$ cat config.mk
export PLATFORM = sky130hd
export DESIGN_NAME = gpio_bank
export DESIGN_NICKNAME = d
export VERILOG_FILES = /design/src/rtl/gpio_bank_pkg.sv /design/src/rtl/gpio_lane_map.sv /design/src/rtl/gpio_in_sync.sv /design/src/rtl/gpio_core_regs.sv /design/src/rtl/gpio_rd_select.sv /design/src/rtl/gpio_bank.sv
export SDC_FILE = /design/constraint.sdc
export NUM_CORES = 1
export LEC_CHECK = 0
export CELL_PAD_IN_SITES_DETAIL_PLACEMENT = 0
export CELL_PAD_IN_SITES_GLOBAL_PLACEMENT = 2
export CORE_ASPECT_RATIO = 1.75
export CORE_UTILIZATION = 30
export CTS_BUF_LIST = sky130_fd_sc_hd__clkbuf_16
export DETAILED_ROUTE_END_ITERATION = 8
export PLACE_DENSITY_LB_ADDON = 0.1
export SLEW_MARGIN = 20
export SYNTH_ARGS = -nofsm -noshare
export SYNTH_HDL_FRONTEND = slang
export SYNTH_SLANG_ARGS = --single-unit
export TNS_END_PERCENT = 50
$ cat constraint.sdc
create_clock -name clk -period 1.34 [get_ports clk]
set_input_delay 0.201 -clock clk [delete_from_list [all_inputs] [get_ports clk]]
set_output_delay 0.201 -clock clk [all_outputs]
set_load 0.1 [all_outputs]
$ cat src/rtl/gpio_bank_pkg.sv
package gpio_bank_pkg;

  // Word-address width of the register bus.
  localparam int unsigned REG_AW = 3;

  // Register word addresses.
  typedef enum logic [REG_AW-1:0] {
    RS_LEVEL = 3'd0,
    RS_RAISE = 3'd1,
    RS_LOWER = 3'd2,
    RS_DOUT  = 3'd3,
    RS_DIN   = 3'd4
  } reg_sel_e;

  // Highest mapped address; anything above reads zero.
  localparam logic [REG_AW-1:0] RS_LAST = RS_DIN;

endpackage

$ cat src/rtl/gpio_lane_map.sv
// Reorders a word between bus bit order and line order.
module gpio_lane_map #(
  parameter int unsigned WIDTH  = 32,
  parameter bit          MIRROR = 1'b0
) (
  input  logic [WIDTH-1:0] din,
  output logic [WIDTH-1:0] dout
);

  for (genvar i = 0; i < WIDTH; i++) begin : g_lane
    if (MIRROR) begin : g_rev
      assign dout[i] = din[WIDTH-1-i];
    end else begin : g_str
      assign dout[i] = din[i];
    end
  end

endmodule

$ cat src/rtl/gpio_in_sync.sv
// Two-flop synchroniser for the pin inputs.
module gpio_in_sync #(
  parameter int unsigned WIDTH  = 32,
  parameter int unsigned STAGES = 2
) (
  input  logic             clk,
  input  logic             rst_n,
  input  logic [WIDTH-1:0] pin_in,
  output logic [WIDTH-1:0] pin_sync
);

  logic [WIDTH-1:0] stage_q [STAGES];

  always_ff @(posedge clk or negedge rst_n) begin
    if (!rst_n) begin
      for (int s = 0; s < STAGES; s++) stage_q[s] <= '0;
    end else begin
      stage_q[0] <= pin_in;
      for (int s = 1; s < STAGES; s++) stage_q[s] <= stage_q[s-1];
    end
  end

  assign pin_sync = stage_q[STAGES-1];

  // Edges seen since reset, saturating, so the latency check never looks into reset.
  logic [1:0] age_q;
  always_ff @(posedge clk or negedge rst_n) begin
    if (!rst_n) age_q <= '0;
    else if (age_q != 2'd3) age_q <= age_q + 2'd1;
  end


  sync_latency_chk: assert property (@(posedge clk) disable iff (!rst_n)
    (STAGES == 2 && age_q >= 2'd2) |-> (pin_sync == $past(pin_in, 2)))
    else $error("synchroniser latency wrong");

endmodule

$ cat src/rtl/gpio_core_regs.sv
// Output latch and the single direction state, both in line order.
module gpio_core_regs #(
  parameter int unsigned WIDTH = 32
) (
  input  logic             clk,
  input  logic             rst_n,
  input  logic             wr_level,
  input  logic             wr_raise,
  input  logic             wr_lower,
  input  logic             wr_dout,
  input  logic             wr_din,
  input  logic [WIDTH-1:0] wval,
  output logic [WIDTH-1:0] latch_q,
  output logic [WIDTH-1:0] dir_q
);

  // New latch value: load, then raise, then lower, so lowering dominates.
  function automatic logic [WIDTH-1:0] latch_update(
    input logic [WIDTH-1:0] old_v,
    input logic [WIDTH-1:0] v,
    input logic             ld,
    input logic             st,
    input logic             cl
  );
    logic [WIDTH-1:0] r;
    r = old_v;
    if (ld) r = v;
    if (st) r = r | v;
    if (cl) r = r & ~v;
    return r;
  endfunction

  // New direction value: 1 = output. The input-direction view is inverted.
  function automatic logic [WIDTH-1:0] dir_update(
    input logic [WIDTH-1:0] old_v,
    input logic [WIDTH-1:0] v,
    input logic             as_out,
    input logic             as_in
  );
    logic [WIDTH-1:0] r;
    r = old_v;
    if (as_out) r = v;
    if (as_in)  r = ~v;
    return r;
  endfunction

  logic [WIDTH-1:0] latch_nxt;
  logic [WIDTH-1:0] dir_nxt;
  logic             latch_touch;
  logic             dir_touch;

  assign latch_touch = wr_level | wr_raise | wr_lower;
  assign dir_touch   = wr_dout | wr_din;

  always_comb begin
    latch_nxt = latch_update(latch_q, wval, wr_level, wr_raise, wr_lower);
    dir_nxt   = dir_update(dir_q, wval, wr_dout, wr_din);
  end

  always_ff @(posedge clk or negedge rst_n) begin
    if (!rst_n) begin
      latch_q <= '0;
      dir_q   <= '0;
    end else begin
      if (latch_touch) latch_q <= latch_nxt;
      if (dir_touch)   dir_q   <= dir_nxt;
    end
  end


  latch_load_chk: assert property (@(posedge clk) disable iff (!rst_n)
    wr_level |=> (latch_q == $past(wval)))
    else $error("load did not take");


  latch_hold_chk: assert property (@(posedge clk) disable iff (!rst_n)
    !latch_touch |=> $stable(latch_q))
    else $error("latch moved without write");


  raise_bits_chk: assert property (@(posedge clk) disable iff (!rst_n)
    wr_raise |=> (((latch_q & $past(wval)) == $past(wval)) &&
                  (((latch_q ^ $past(latch_q)) & ~$past(wval)) == '0)))
    else $error("raise write wrong");


  lower_bits_chk: assert property (@(posedge clk) disable iff (!rst_n)
    wr_lower |=> (((latch_q & $past(wval)) == '0) &&
                  (((latch_q ^ $past(latch_q)) & ~$past(wval)) == '0)))
    else $error("lower write wrong");


  dir_hold_chk: assert property (@(posedge clk) disable iff (!rst_n)
    !dir_touch |=> $stable(dir_q))
    else $error("direction moved without write");


  din_invert_chk: assert property (@(posedge clk) disable iff (!rst_n)
    wr_din |=> (dir_q == ~$past(wval)))
    else $error("input-direction write not inverted");

endmodule

$ cat src/rtl/gpio_rd_select.sv
// Read-back selection in line order.
module gpio_rd_select
  import gpio_bank_pkg::*;
#(
  parameter int unsigned WIDTH = 32
) (
  input  logic              clk,
  input  logic              rst_n,
  input  logic [REG_AW-1:0] sel,
  input  logic [WIDTH-1:0]  latch_q,
  input  logic [WIDTH-1:0]  dir_q,
  input  logic [WIDTH-1:0]  pin_sync,
  output logic [WIDTH-1:0]  rd_line
);

  // Per-line level: the latch for outputs, the synchronised pin for inputs.
  function automatic logic [WIDTH-1:0] line_level(
    input logic [WIDTH-1:0] dir,
    input logic [WIDTH-1:0] lat,
    input logic [WIDTH-1:0] pin
  );
    return (dir & lat) | (~dir & pin);
  endfunction

  always_comb begin
    unique case (sel)
      RS_LEVEL: rd_line = line_level(dir_q, latch_q, pin_sync);
      RS_RAISE: rd_line = latch_q;
      RS_DOUT:  rd_line = dir_q;
      RS_DIN:   rd_line = ~dir_q;
      default:  rd_line = '0;
    endcase
  end


  level_out_lines_chk: assert property (@(posedge clk) disable iff (!rst_n)
    (sel == RS_LEVEL) |-> (((rd_line ^ latch_q) & dir_q) == '0))
    else $error("output line read-back differs from latch");


  level_in_lines_chk: assert property (@(posedge clk) disable iff (!rst_n)
    (sel == RS_LEVEL) |-> (((rd_line ^ pin_sync) & ~dir_q) == '0))
    else $error("input line read-back differs from pin");


  unmapped_zero_chk: assert property (@(posedge clk) disable iff (!rst_n)
    (sel > RS_LAST || sel == RS_LOWER) |-> (rd_line == '0))
    else $error("unmapped or lower register read non-zero");

endmodule

$ cat src/rtl/gpio_bank.sv
module gpio_bank
  import gpio_bank_pkg::*;
#(
  parameter int unsigned WIDTH  = 32,
  parameter bit          MIRROR = 1'b0
) (
  input  logic              clk,
  input  logic              rst_n,
  input  logic [REG_AW-1:0] bus_addr,
  input  logic              bus_wr,
  input  logic [WIDTH-1:0]  bus_wdata,
  output logic [WIDTH-1:0]  bus_rdata,
  input  logic [WIDTH-1:0]  pin_in,
  output logic [WIDTH-1:0]  pin_out,
  output logic [WIDTH-1:0]  pin_oe
);

  initial begin
    width_ok_chk: assert (WIDTH == 8 || WIDTH == 16 || WIDTH == 32 || WIDTH == 64)
      else $error("register width must be 8, 16, 32 or 64");
  end

  // Decoded write events, named for the checks.
  logic wr_level_hit, wr_raise_hit, wr_lower_hit, wr_dout_hit, wr_din_hit;
  assign wr_level_hit = bus_wr && (bus_addr == RS_LEVEL);
  assign wr_raise_hit = bus_wr && (bus_addr == RS_RAISE);
  assign wr_lower_hit = bus_wr && (bus_addr == RS_LOWER);
  assign wr_dout_hit  = bus_wr && (bus_addr == RS_DOUT);
  assign wr_din_hit   = bus_wr && (bus_addr == RS_DIN);

  logic [WIDTH-1:0] wval_line;
  logic [WIDTH-1:0] latch_q;
  logic [WIDTH-1:0] dir_q;
  logic [WIDTH-1:0] pin_sync;
  logic [WIDTH-1:0] rd_line;

  gpio_lane_map #(.WIDTH(WIDTH), .MIRROR(MIRROR)) u_wmap (
    .din  (bus_wdata),
    .dout (wval_line)
  );

  gpio_core_regs #(.WIDTH(WIDTH)) u_regs (
    .clk      (clk),
    .rst_n    (rst_n),
    .wr_level (wr_level_hit),
    .wr_raise (wr_raise_hit),
    .wr_lower (wr_lower_hit),
    .wr_dout  (wr_dout_hit),
    .wr_din   (wr_din_hit),
    .wval     (wval_line),
    .latch_q  (latch_q),
    .dir_q    (dir_q)
  );

  gpio_in_sync #(.WIDTH(WIDTH), .STAGES(2)) u_sync (
    .clk      (clk),
    .rst_n    (rst_n),
    .pin_in   (pin_in),
    .pin_sync (pin_sync)
  );

  gpio_rd_select #(.WIDTH(WIDTH)) u_rsel (
    .clk      (clk),
    .rst_n    (rst_n),
    .sel      (bus_addr),
    .latch_q  (latch_q),
    .dir_q    (dir_q),
    .pin_sync (pin_sync),
    .rd_line  (rd_line)
  );

  gpio_lane_map #(.WIDTH(WIDTH), .MIRROR(MIRROR)) u_rmap (
    .din  (rd_line),
    .dout (bus_rdata)
  );

  assign pin_out = latch_q;
  assign pin_oe  = dir_q;


  stray_write_chk: assert property (@(posedge clk) disable iff (!rst_n)
    (bus_wr && bus_addr > RS_LAST) |=> ($stable(pin_out) && $stable(pin_oe)))
    else $error("unmapped write changed state");


  dout_pins_chk: assert property (@(posedge clk) disable iff (!rst_n)
    wr_dout_hit |=> (pin_oe == $past(wval_line)))
    else $error("output-direction write not on pin_oe");

endmodule

# Word-level counts from Yosys, hierarchy flattened
# Index checks and enable logic that the tools add are counted.
# W data, S select, Z words.
[classes] eq_ne=4 n_mux=6 bitwise_logic=10 n_reduce_logical=8
[ops] operator="$mux W32" n=5
[ops] operator="$pmux W32 S4" n=1
[ops] operator="$and A32 B32 Y32" n=3
[ops] operator="$not A32 Y32" n=2
[ops] operator="$or A32 B32 Y32" n=2
[ops] operator="$eq A3 B2 Y1 const B" n=2
[ops] operator="$logic_and A1 B1 Y1" n=5
[ops] operator="$eq A3 B1 Y1 const B" n=1
[ops] operator="$eq A3 B3 Y1 const B" n=1
[ops] operator="$logic_not A3 Y1" n=1
[ops] operator="$or A1 B1 Y1" n=3
[ops] operator="$reduce_and A2 Y1" n=1
[ops] operator="$reduce_bool A2 Y1" n=1
[word_totals] ff_bits=128 in_bits=70 out_inout_bits=96 wordCells=32

# Longest topological paths before layout
# Gate-level depths: netlist of the first run.
[depth] depth_word=7 depth_mapped=6 ltp_nobuf=3

# By module
# From an unflattened synthesis of the first run, not the netlist that was laid out.
[unflattened] hier_cells=595 area_unflattened_um2=6765.2
[modules_own_cells] module="gpio_core_regs" instances=1 cells_per_inst=279 area_per_inst_um2=3029.2 seq_area_each_um2=1601.5
[modules_own_cells] module="gpio_in_sync" instances=1 cells_per_inst=96 area_per_inst_um2=1841.8 seq_area_each_um2=1601.5
[modules_own_cells] module="gpio_rd_select" instances=1 cells_per_inst=151 area_per_inst_um2=1350.0 seq_area_each_um2=0.0
[modules_own_cells] module="gpio_lane_map" instances=2 cells_per_inst=32 area_per_inst_um2=240.2 seq_area_each_um2=0.0
[modules_own_cells] module="gpio_bank" instances=1 cells_per_inst=5 area_per_inst_um2=63.8 seq_area_each_um2=0.0

# Least setup slack after synthesis of the first run
# No wires, ideal clock.
[synth_path] kind="reg2out" start="register u_regs.dir_q[21]" end="output bus_rdata[21]" t_arrival_ns=3.454 required_ns=1.139 path_slack_ns=-2.315 path_stages_with_launch=3 n_path_buf=0 path_cell_list="dfrtp_1 > nor4_1 > o32ai_1"
[synth_between] elab_chain_cells=4 elab_cells_between_ends=5 cone_classes="1 x mux; 4 x bitwise"
[synth_lines] element="from (decl)" line_no="gpio_core_regs.sv:14" text="output logic [WIDTH-1:0] dir_q"
[synth_lines] element="from (signal assigned)" line_no="gpio_core_regs.sv:66" text="if (dir_touch) dir_q <= dir_nxt;"
[synth_lines] element="$not A32 Y32" line_no="gpio_rd_select.sv:22, gpio_rd_select.sv:30"
[synth_lines] element="$and A32 B32 Y32" line_no="gpio_rd_select.sv:22" text="return (dir & lat) | (~dir & pin);"
[synth_lines] element="$or A32 B32 Y32" line_no="gpio_rd_select.sv:22"
[synth_lines] element="$pmux W32 S4 *" line_no="gpio_rd_select.sv:26" text="unique case (sel)"
[synth_lines] element="to (decl)" line_no="gpio_bank.sv:12" text="output logic [WIDTH-1:0] bus_rdata,"
# Mark *: on every way between the ends. The rest lies on a longest branch, timed or not.

# Worst setup path in the final report of the first run
# Ends and elaborated chain as after synthesis.

==> summary.md, run 1 <==
| Metric | Value |
|---|---|
| Die Area | `20,500 µm²` |
| H-tree depth | `4` |
| GRT Overall Usage | `23.5%` |
| Routed via count | `5,955` |
| Synthesized flop and latch total | `128` |
| Root Driver | `clkbuf_16` |
| Share of post-route cells with drive strength above 1 | `58.0%` |
| Port-buffer cells | `165` |
| Chip Height | `188 µm` |
| Setup violators final | `76` |
| Final worst path period share | `132%` |
| Synth Instances | `547` |
| Clk buf depth | `2` |
| RR Startpoint | `u_regs.dir_q[14]$_DFFE_PN0P_` |
| Power density cells | `1730 nW/µm²` |
| Synth-to-layout area growth | `106%` |
| Largest net degree at the start of global routing | `40` |
| Crit end category | `primary output` |
| Worst r2r path cells | `6` |
| Final hold vios | `0` |
| Worst-path clk slew | `0.06 ns` |
| Max Slew Vio Count | `0` |
| Final Skew | `0.00218 ns` |
| Register area share after synthesis | `53.7%` |
| Most used DFF post-synth | `dfrtp_1` |
| Final worst slack | `-0.428 ns` |
| RePlAce Congestion | `0.825` |
| Max Cap Violations | `0` |
| Area post-placement | `10,900 µm²` |
| Fmax achieved | `0.566 GHz` |
| ANT nets after route | `0` |
| Post-synth EDFFs | `0` |
| CP top delay family | `flip-flops` |
| RSZ-0062 raised after global routing | `true` |
| Post-Syn Area | `5960 µm²` |
| CORE AREA | `19,300 µm²` |
| # diodes | `0` |
| Yosys cell types | `25` |
| First-pass GRT wire length | `36,000 µm` |
| Delay of the slowest cell on the worst path | `0.51 ns` |
| Routed WL per cell | `19.9 µm` |
| Mapped Nets | `617` |
| Top post-synthesis cells by area | `dfrtp_1 54%, o21ai_0 7.6%, o211a_1 5.4%, a22o_1 4.7%, a2bb2oi_1 4.6%` |
| Mean Syn Cell Area | `10.9 µm²` |
| CP cell instances | `nor2_4 -> a21oi_2 -> o32ai_4 -> buf_12` |
| Layout Cells excl Fill | `1,137` |
| Synth warn | `0` |
| WL final | `22,700 µm` |
| Initial antenna violation count | `0` |
| Hold Crit Start | `pin_in[6]` |
| Worst Hold Endpoint | `u_sync.stage_q[38]$_DFF_PN0_` |
| Pwr Total | `21,200 µW` |
| Initial Utilization | `30.9%` |
| Worst slew margin | `71.8%` |
| Failing checks | `setup timing` |
| Most common cell in the netlist | `dfrtp_1` |
| CTS tree | `done` |
| Iteration-0 DRC count of the detailed router | `282` |
| DRC Markers | `0` |
| Slowest-stage cell, CP | `dfrtp_4` |
| Setup WS pre-CTS | `-0.444 ns` |
| Reg2reg end | `u_regs.dir_q[14]$_DFFE_PN0P_` |
| Detailed Place HPWL | `15,900 µm` |
| Critical Path RT | `1.14 ns` |
| Highest metal layer with signal wires | `met4` |
| Crit Path Class | `flop to primary output` |
| Met2 WL | `12,700 µm` |
| Leakage | `0.00504 µW` |
| DIE WIDTH | `109 µm` |
| Post-synth top cells | `128 x dfrtp_1, 91 x o21ai_0, 36 x o21ai_1, 33 x nand2_1, 33 x nor2_1` |
| Design area | `12,300 µm²` |
| Register area | `3440 µm²` |
| Critical path launch point type | `flop` |
| Worst Path Buf+Inv | `1` |
| Max VDD drop | `1.05 mV` |
| Multi-input gate area | `3230 µm²` |
| FILL cells | `1,527` |
| Worst-margin pin slew | `0.419 ns` |
| Placed cell count | `1,046` |
| Metal3 WL | `766 µm` |
| WL met1 | `8450 µm` |
| FFs w/ async S/R, synth | `100%` |
| Status | `finished, violations left` |
| Clock latency on the worst-skew pair | `0.42 ns` |
| Fin crit period | `1.77 ns` |
| # rows | `67` |
| Vias in the first global route | `6,500` |
| Flop-to-flop setup slack | `0.06 ns` |
| Hold path depth | `1` |
| Yosys top cell area share | `53.7%` |
| CTS Buf Count | `17` |
| Hold Crit Class | `input pin to flop` |
| Crit Path Max Fanout | `3` |
| I/O pin count | `166` |
| Clk sinks | `128` |
| Pre-Repair DR Iteration Count | `5` |
| Via density | `5.24` |
| CP Data Arrival Time | `1.57 ns` |
| Post-synth top area cell | `dfrtp_1` |
| GRT overflow | `0` |
| Nets@finish | `953` |
| TNS Setup | `-18.16 ns` |
-- routing by layer --
metal	vias up	GRT usage [%]
li1	2754	-
met1	3012	26.2
met2	162	42.9
met3	27	3.87
met4	0	10.2
met5	-	0
-- sequential cells by signal (all words and copies together) (netlist names) --
| register | count |
|---|---|
| u_sync.stage_q | 32 |
| u_regs.latch_q | 32 |
| u_regs.dir_q | 32 |
| u_sync.pin_sync | 32 |
-- cell type report --
class	count	share of cell area, %
repair buffers	373	38.1
flip-flops and latches	128	28.1
multi-input cells	361	26.4
clock buffers	17	3.47
well taps	241	2.46
clock inverters	15	1.46
inverters	2	0.0612
-- cell usage in the layout, fill, tap and decap left out, drive strengths merged, types with 17 or more instances in the layout --
cell / count
buf: 307
dfrtp: 128
o21ai: 127
clkdlybuf4s50: 64
nor2: 34
nand2: 33
o211a: 32
a22o: 32
o22ai: 31
a2bb2oi: 31
and4bb: 20
clkbuf: 17
-- metrics by stage --
step	utilization (%)	hold slack, ns
2_1_floorplan	-	-0.0946
3_3_place_gp	56.6	0.121
3_5_place_dp	56.6	0.117
4_1_cts	63.0	0.192
5_1_grt	63.6	0.198
6_report	63.6	0.218
-- worst max-delay path by stage --
| stage | startpoint | end | slack (ns) | cells after the start |
|---|---|---|---|---|
| final | u_regs.dir_q[21]$_DFFE_PN0P_ | bus_rdata[21] | -0.43 | 4 |
| after global routing | u_regs.dir_q[0]$_DFFE_PN0P_ | bus_rdata[0] | -0.48 | 4 |
| after CTS | u_regs.dir_q[16]$_DFFE_PN0P_ | bus_rdata[16] | -0.45 | 4 |
| after detailed placement | bus_wr | u_regs.dir_q[0]$_DFFE_PN0P_ | -0.44 | 6 |
| after global placement | bus_wr | u_regs.latch_q[15]$_DFFE_PN0P_ | -0.37 | 5 |
| after floorplan | u_regs.dir_q[21]$_DFFE_PN0P_ | bus_rdata[21] | -0.53 | 3 |
-- where the power goes --
group	internal, µW	switching (µW)	total [µW]
clock	3070	1700	4770
combinational	4820	6380	11200
sequential	4650	614	5260
total	12500	8700	21200
-- repair_timing --
action	4_1_cts	5_1_grt
buffers inserted	50	10
setup endpoints to repair	79	81
resized for setup	66	11
pin swaps	43	36
endpoints found under the hold margin	34	0
hold buffers	1	0
-- kinds of logic after synthesis --
family          synth area share (%)
flops                           53.7
buf+inv                         5.84
simple gates                    11.4
compound gates                  29.1
Power figures use the tool's default switching activity.
==> run 2, diff against run 1 <==
Settings changed: ABC_CLOCK_PERIOD_IN_PS set to 1340.
==> results of run 2 <==
Final layout, timing and power as in run 1 (identical DEF).
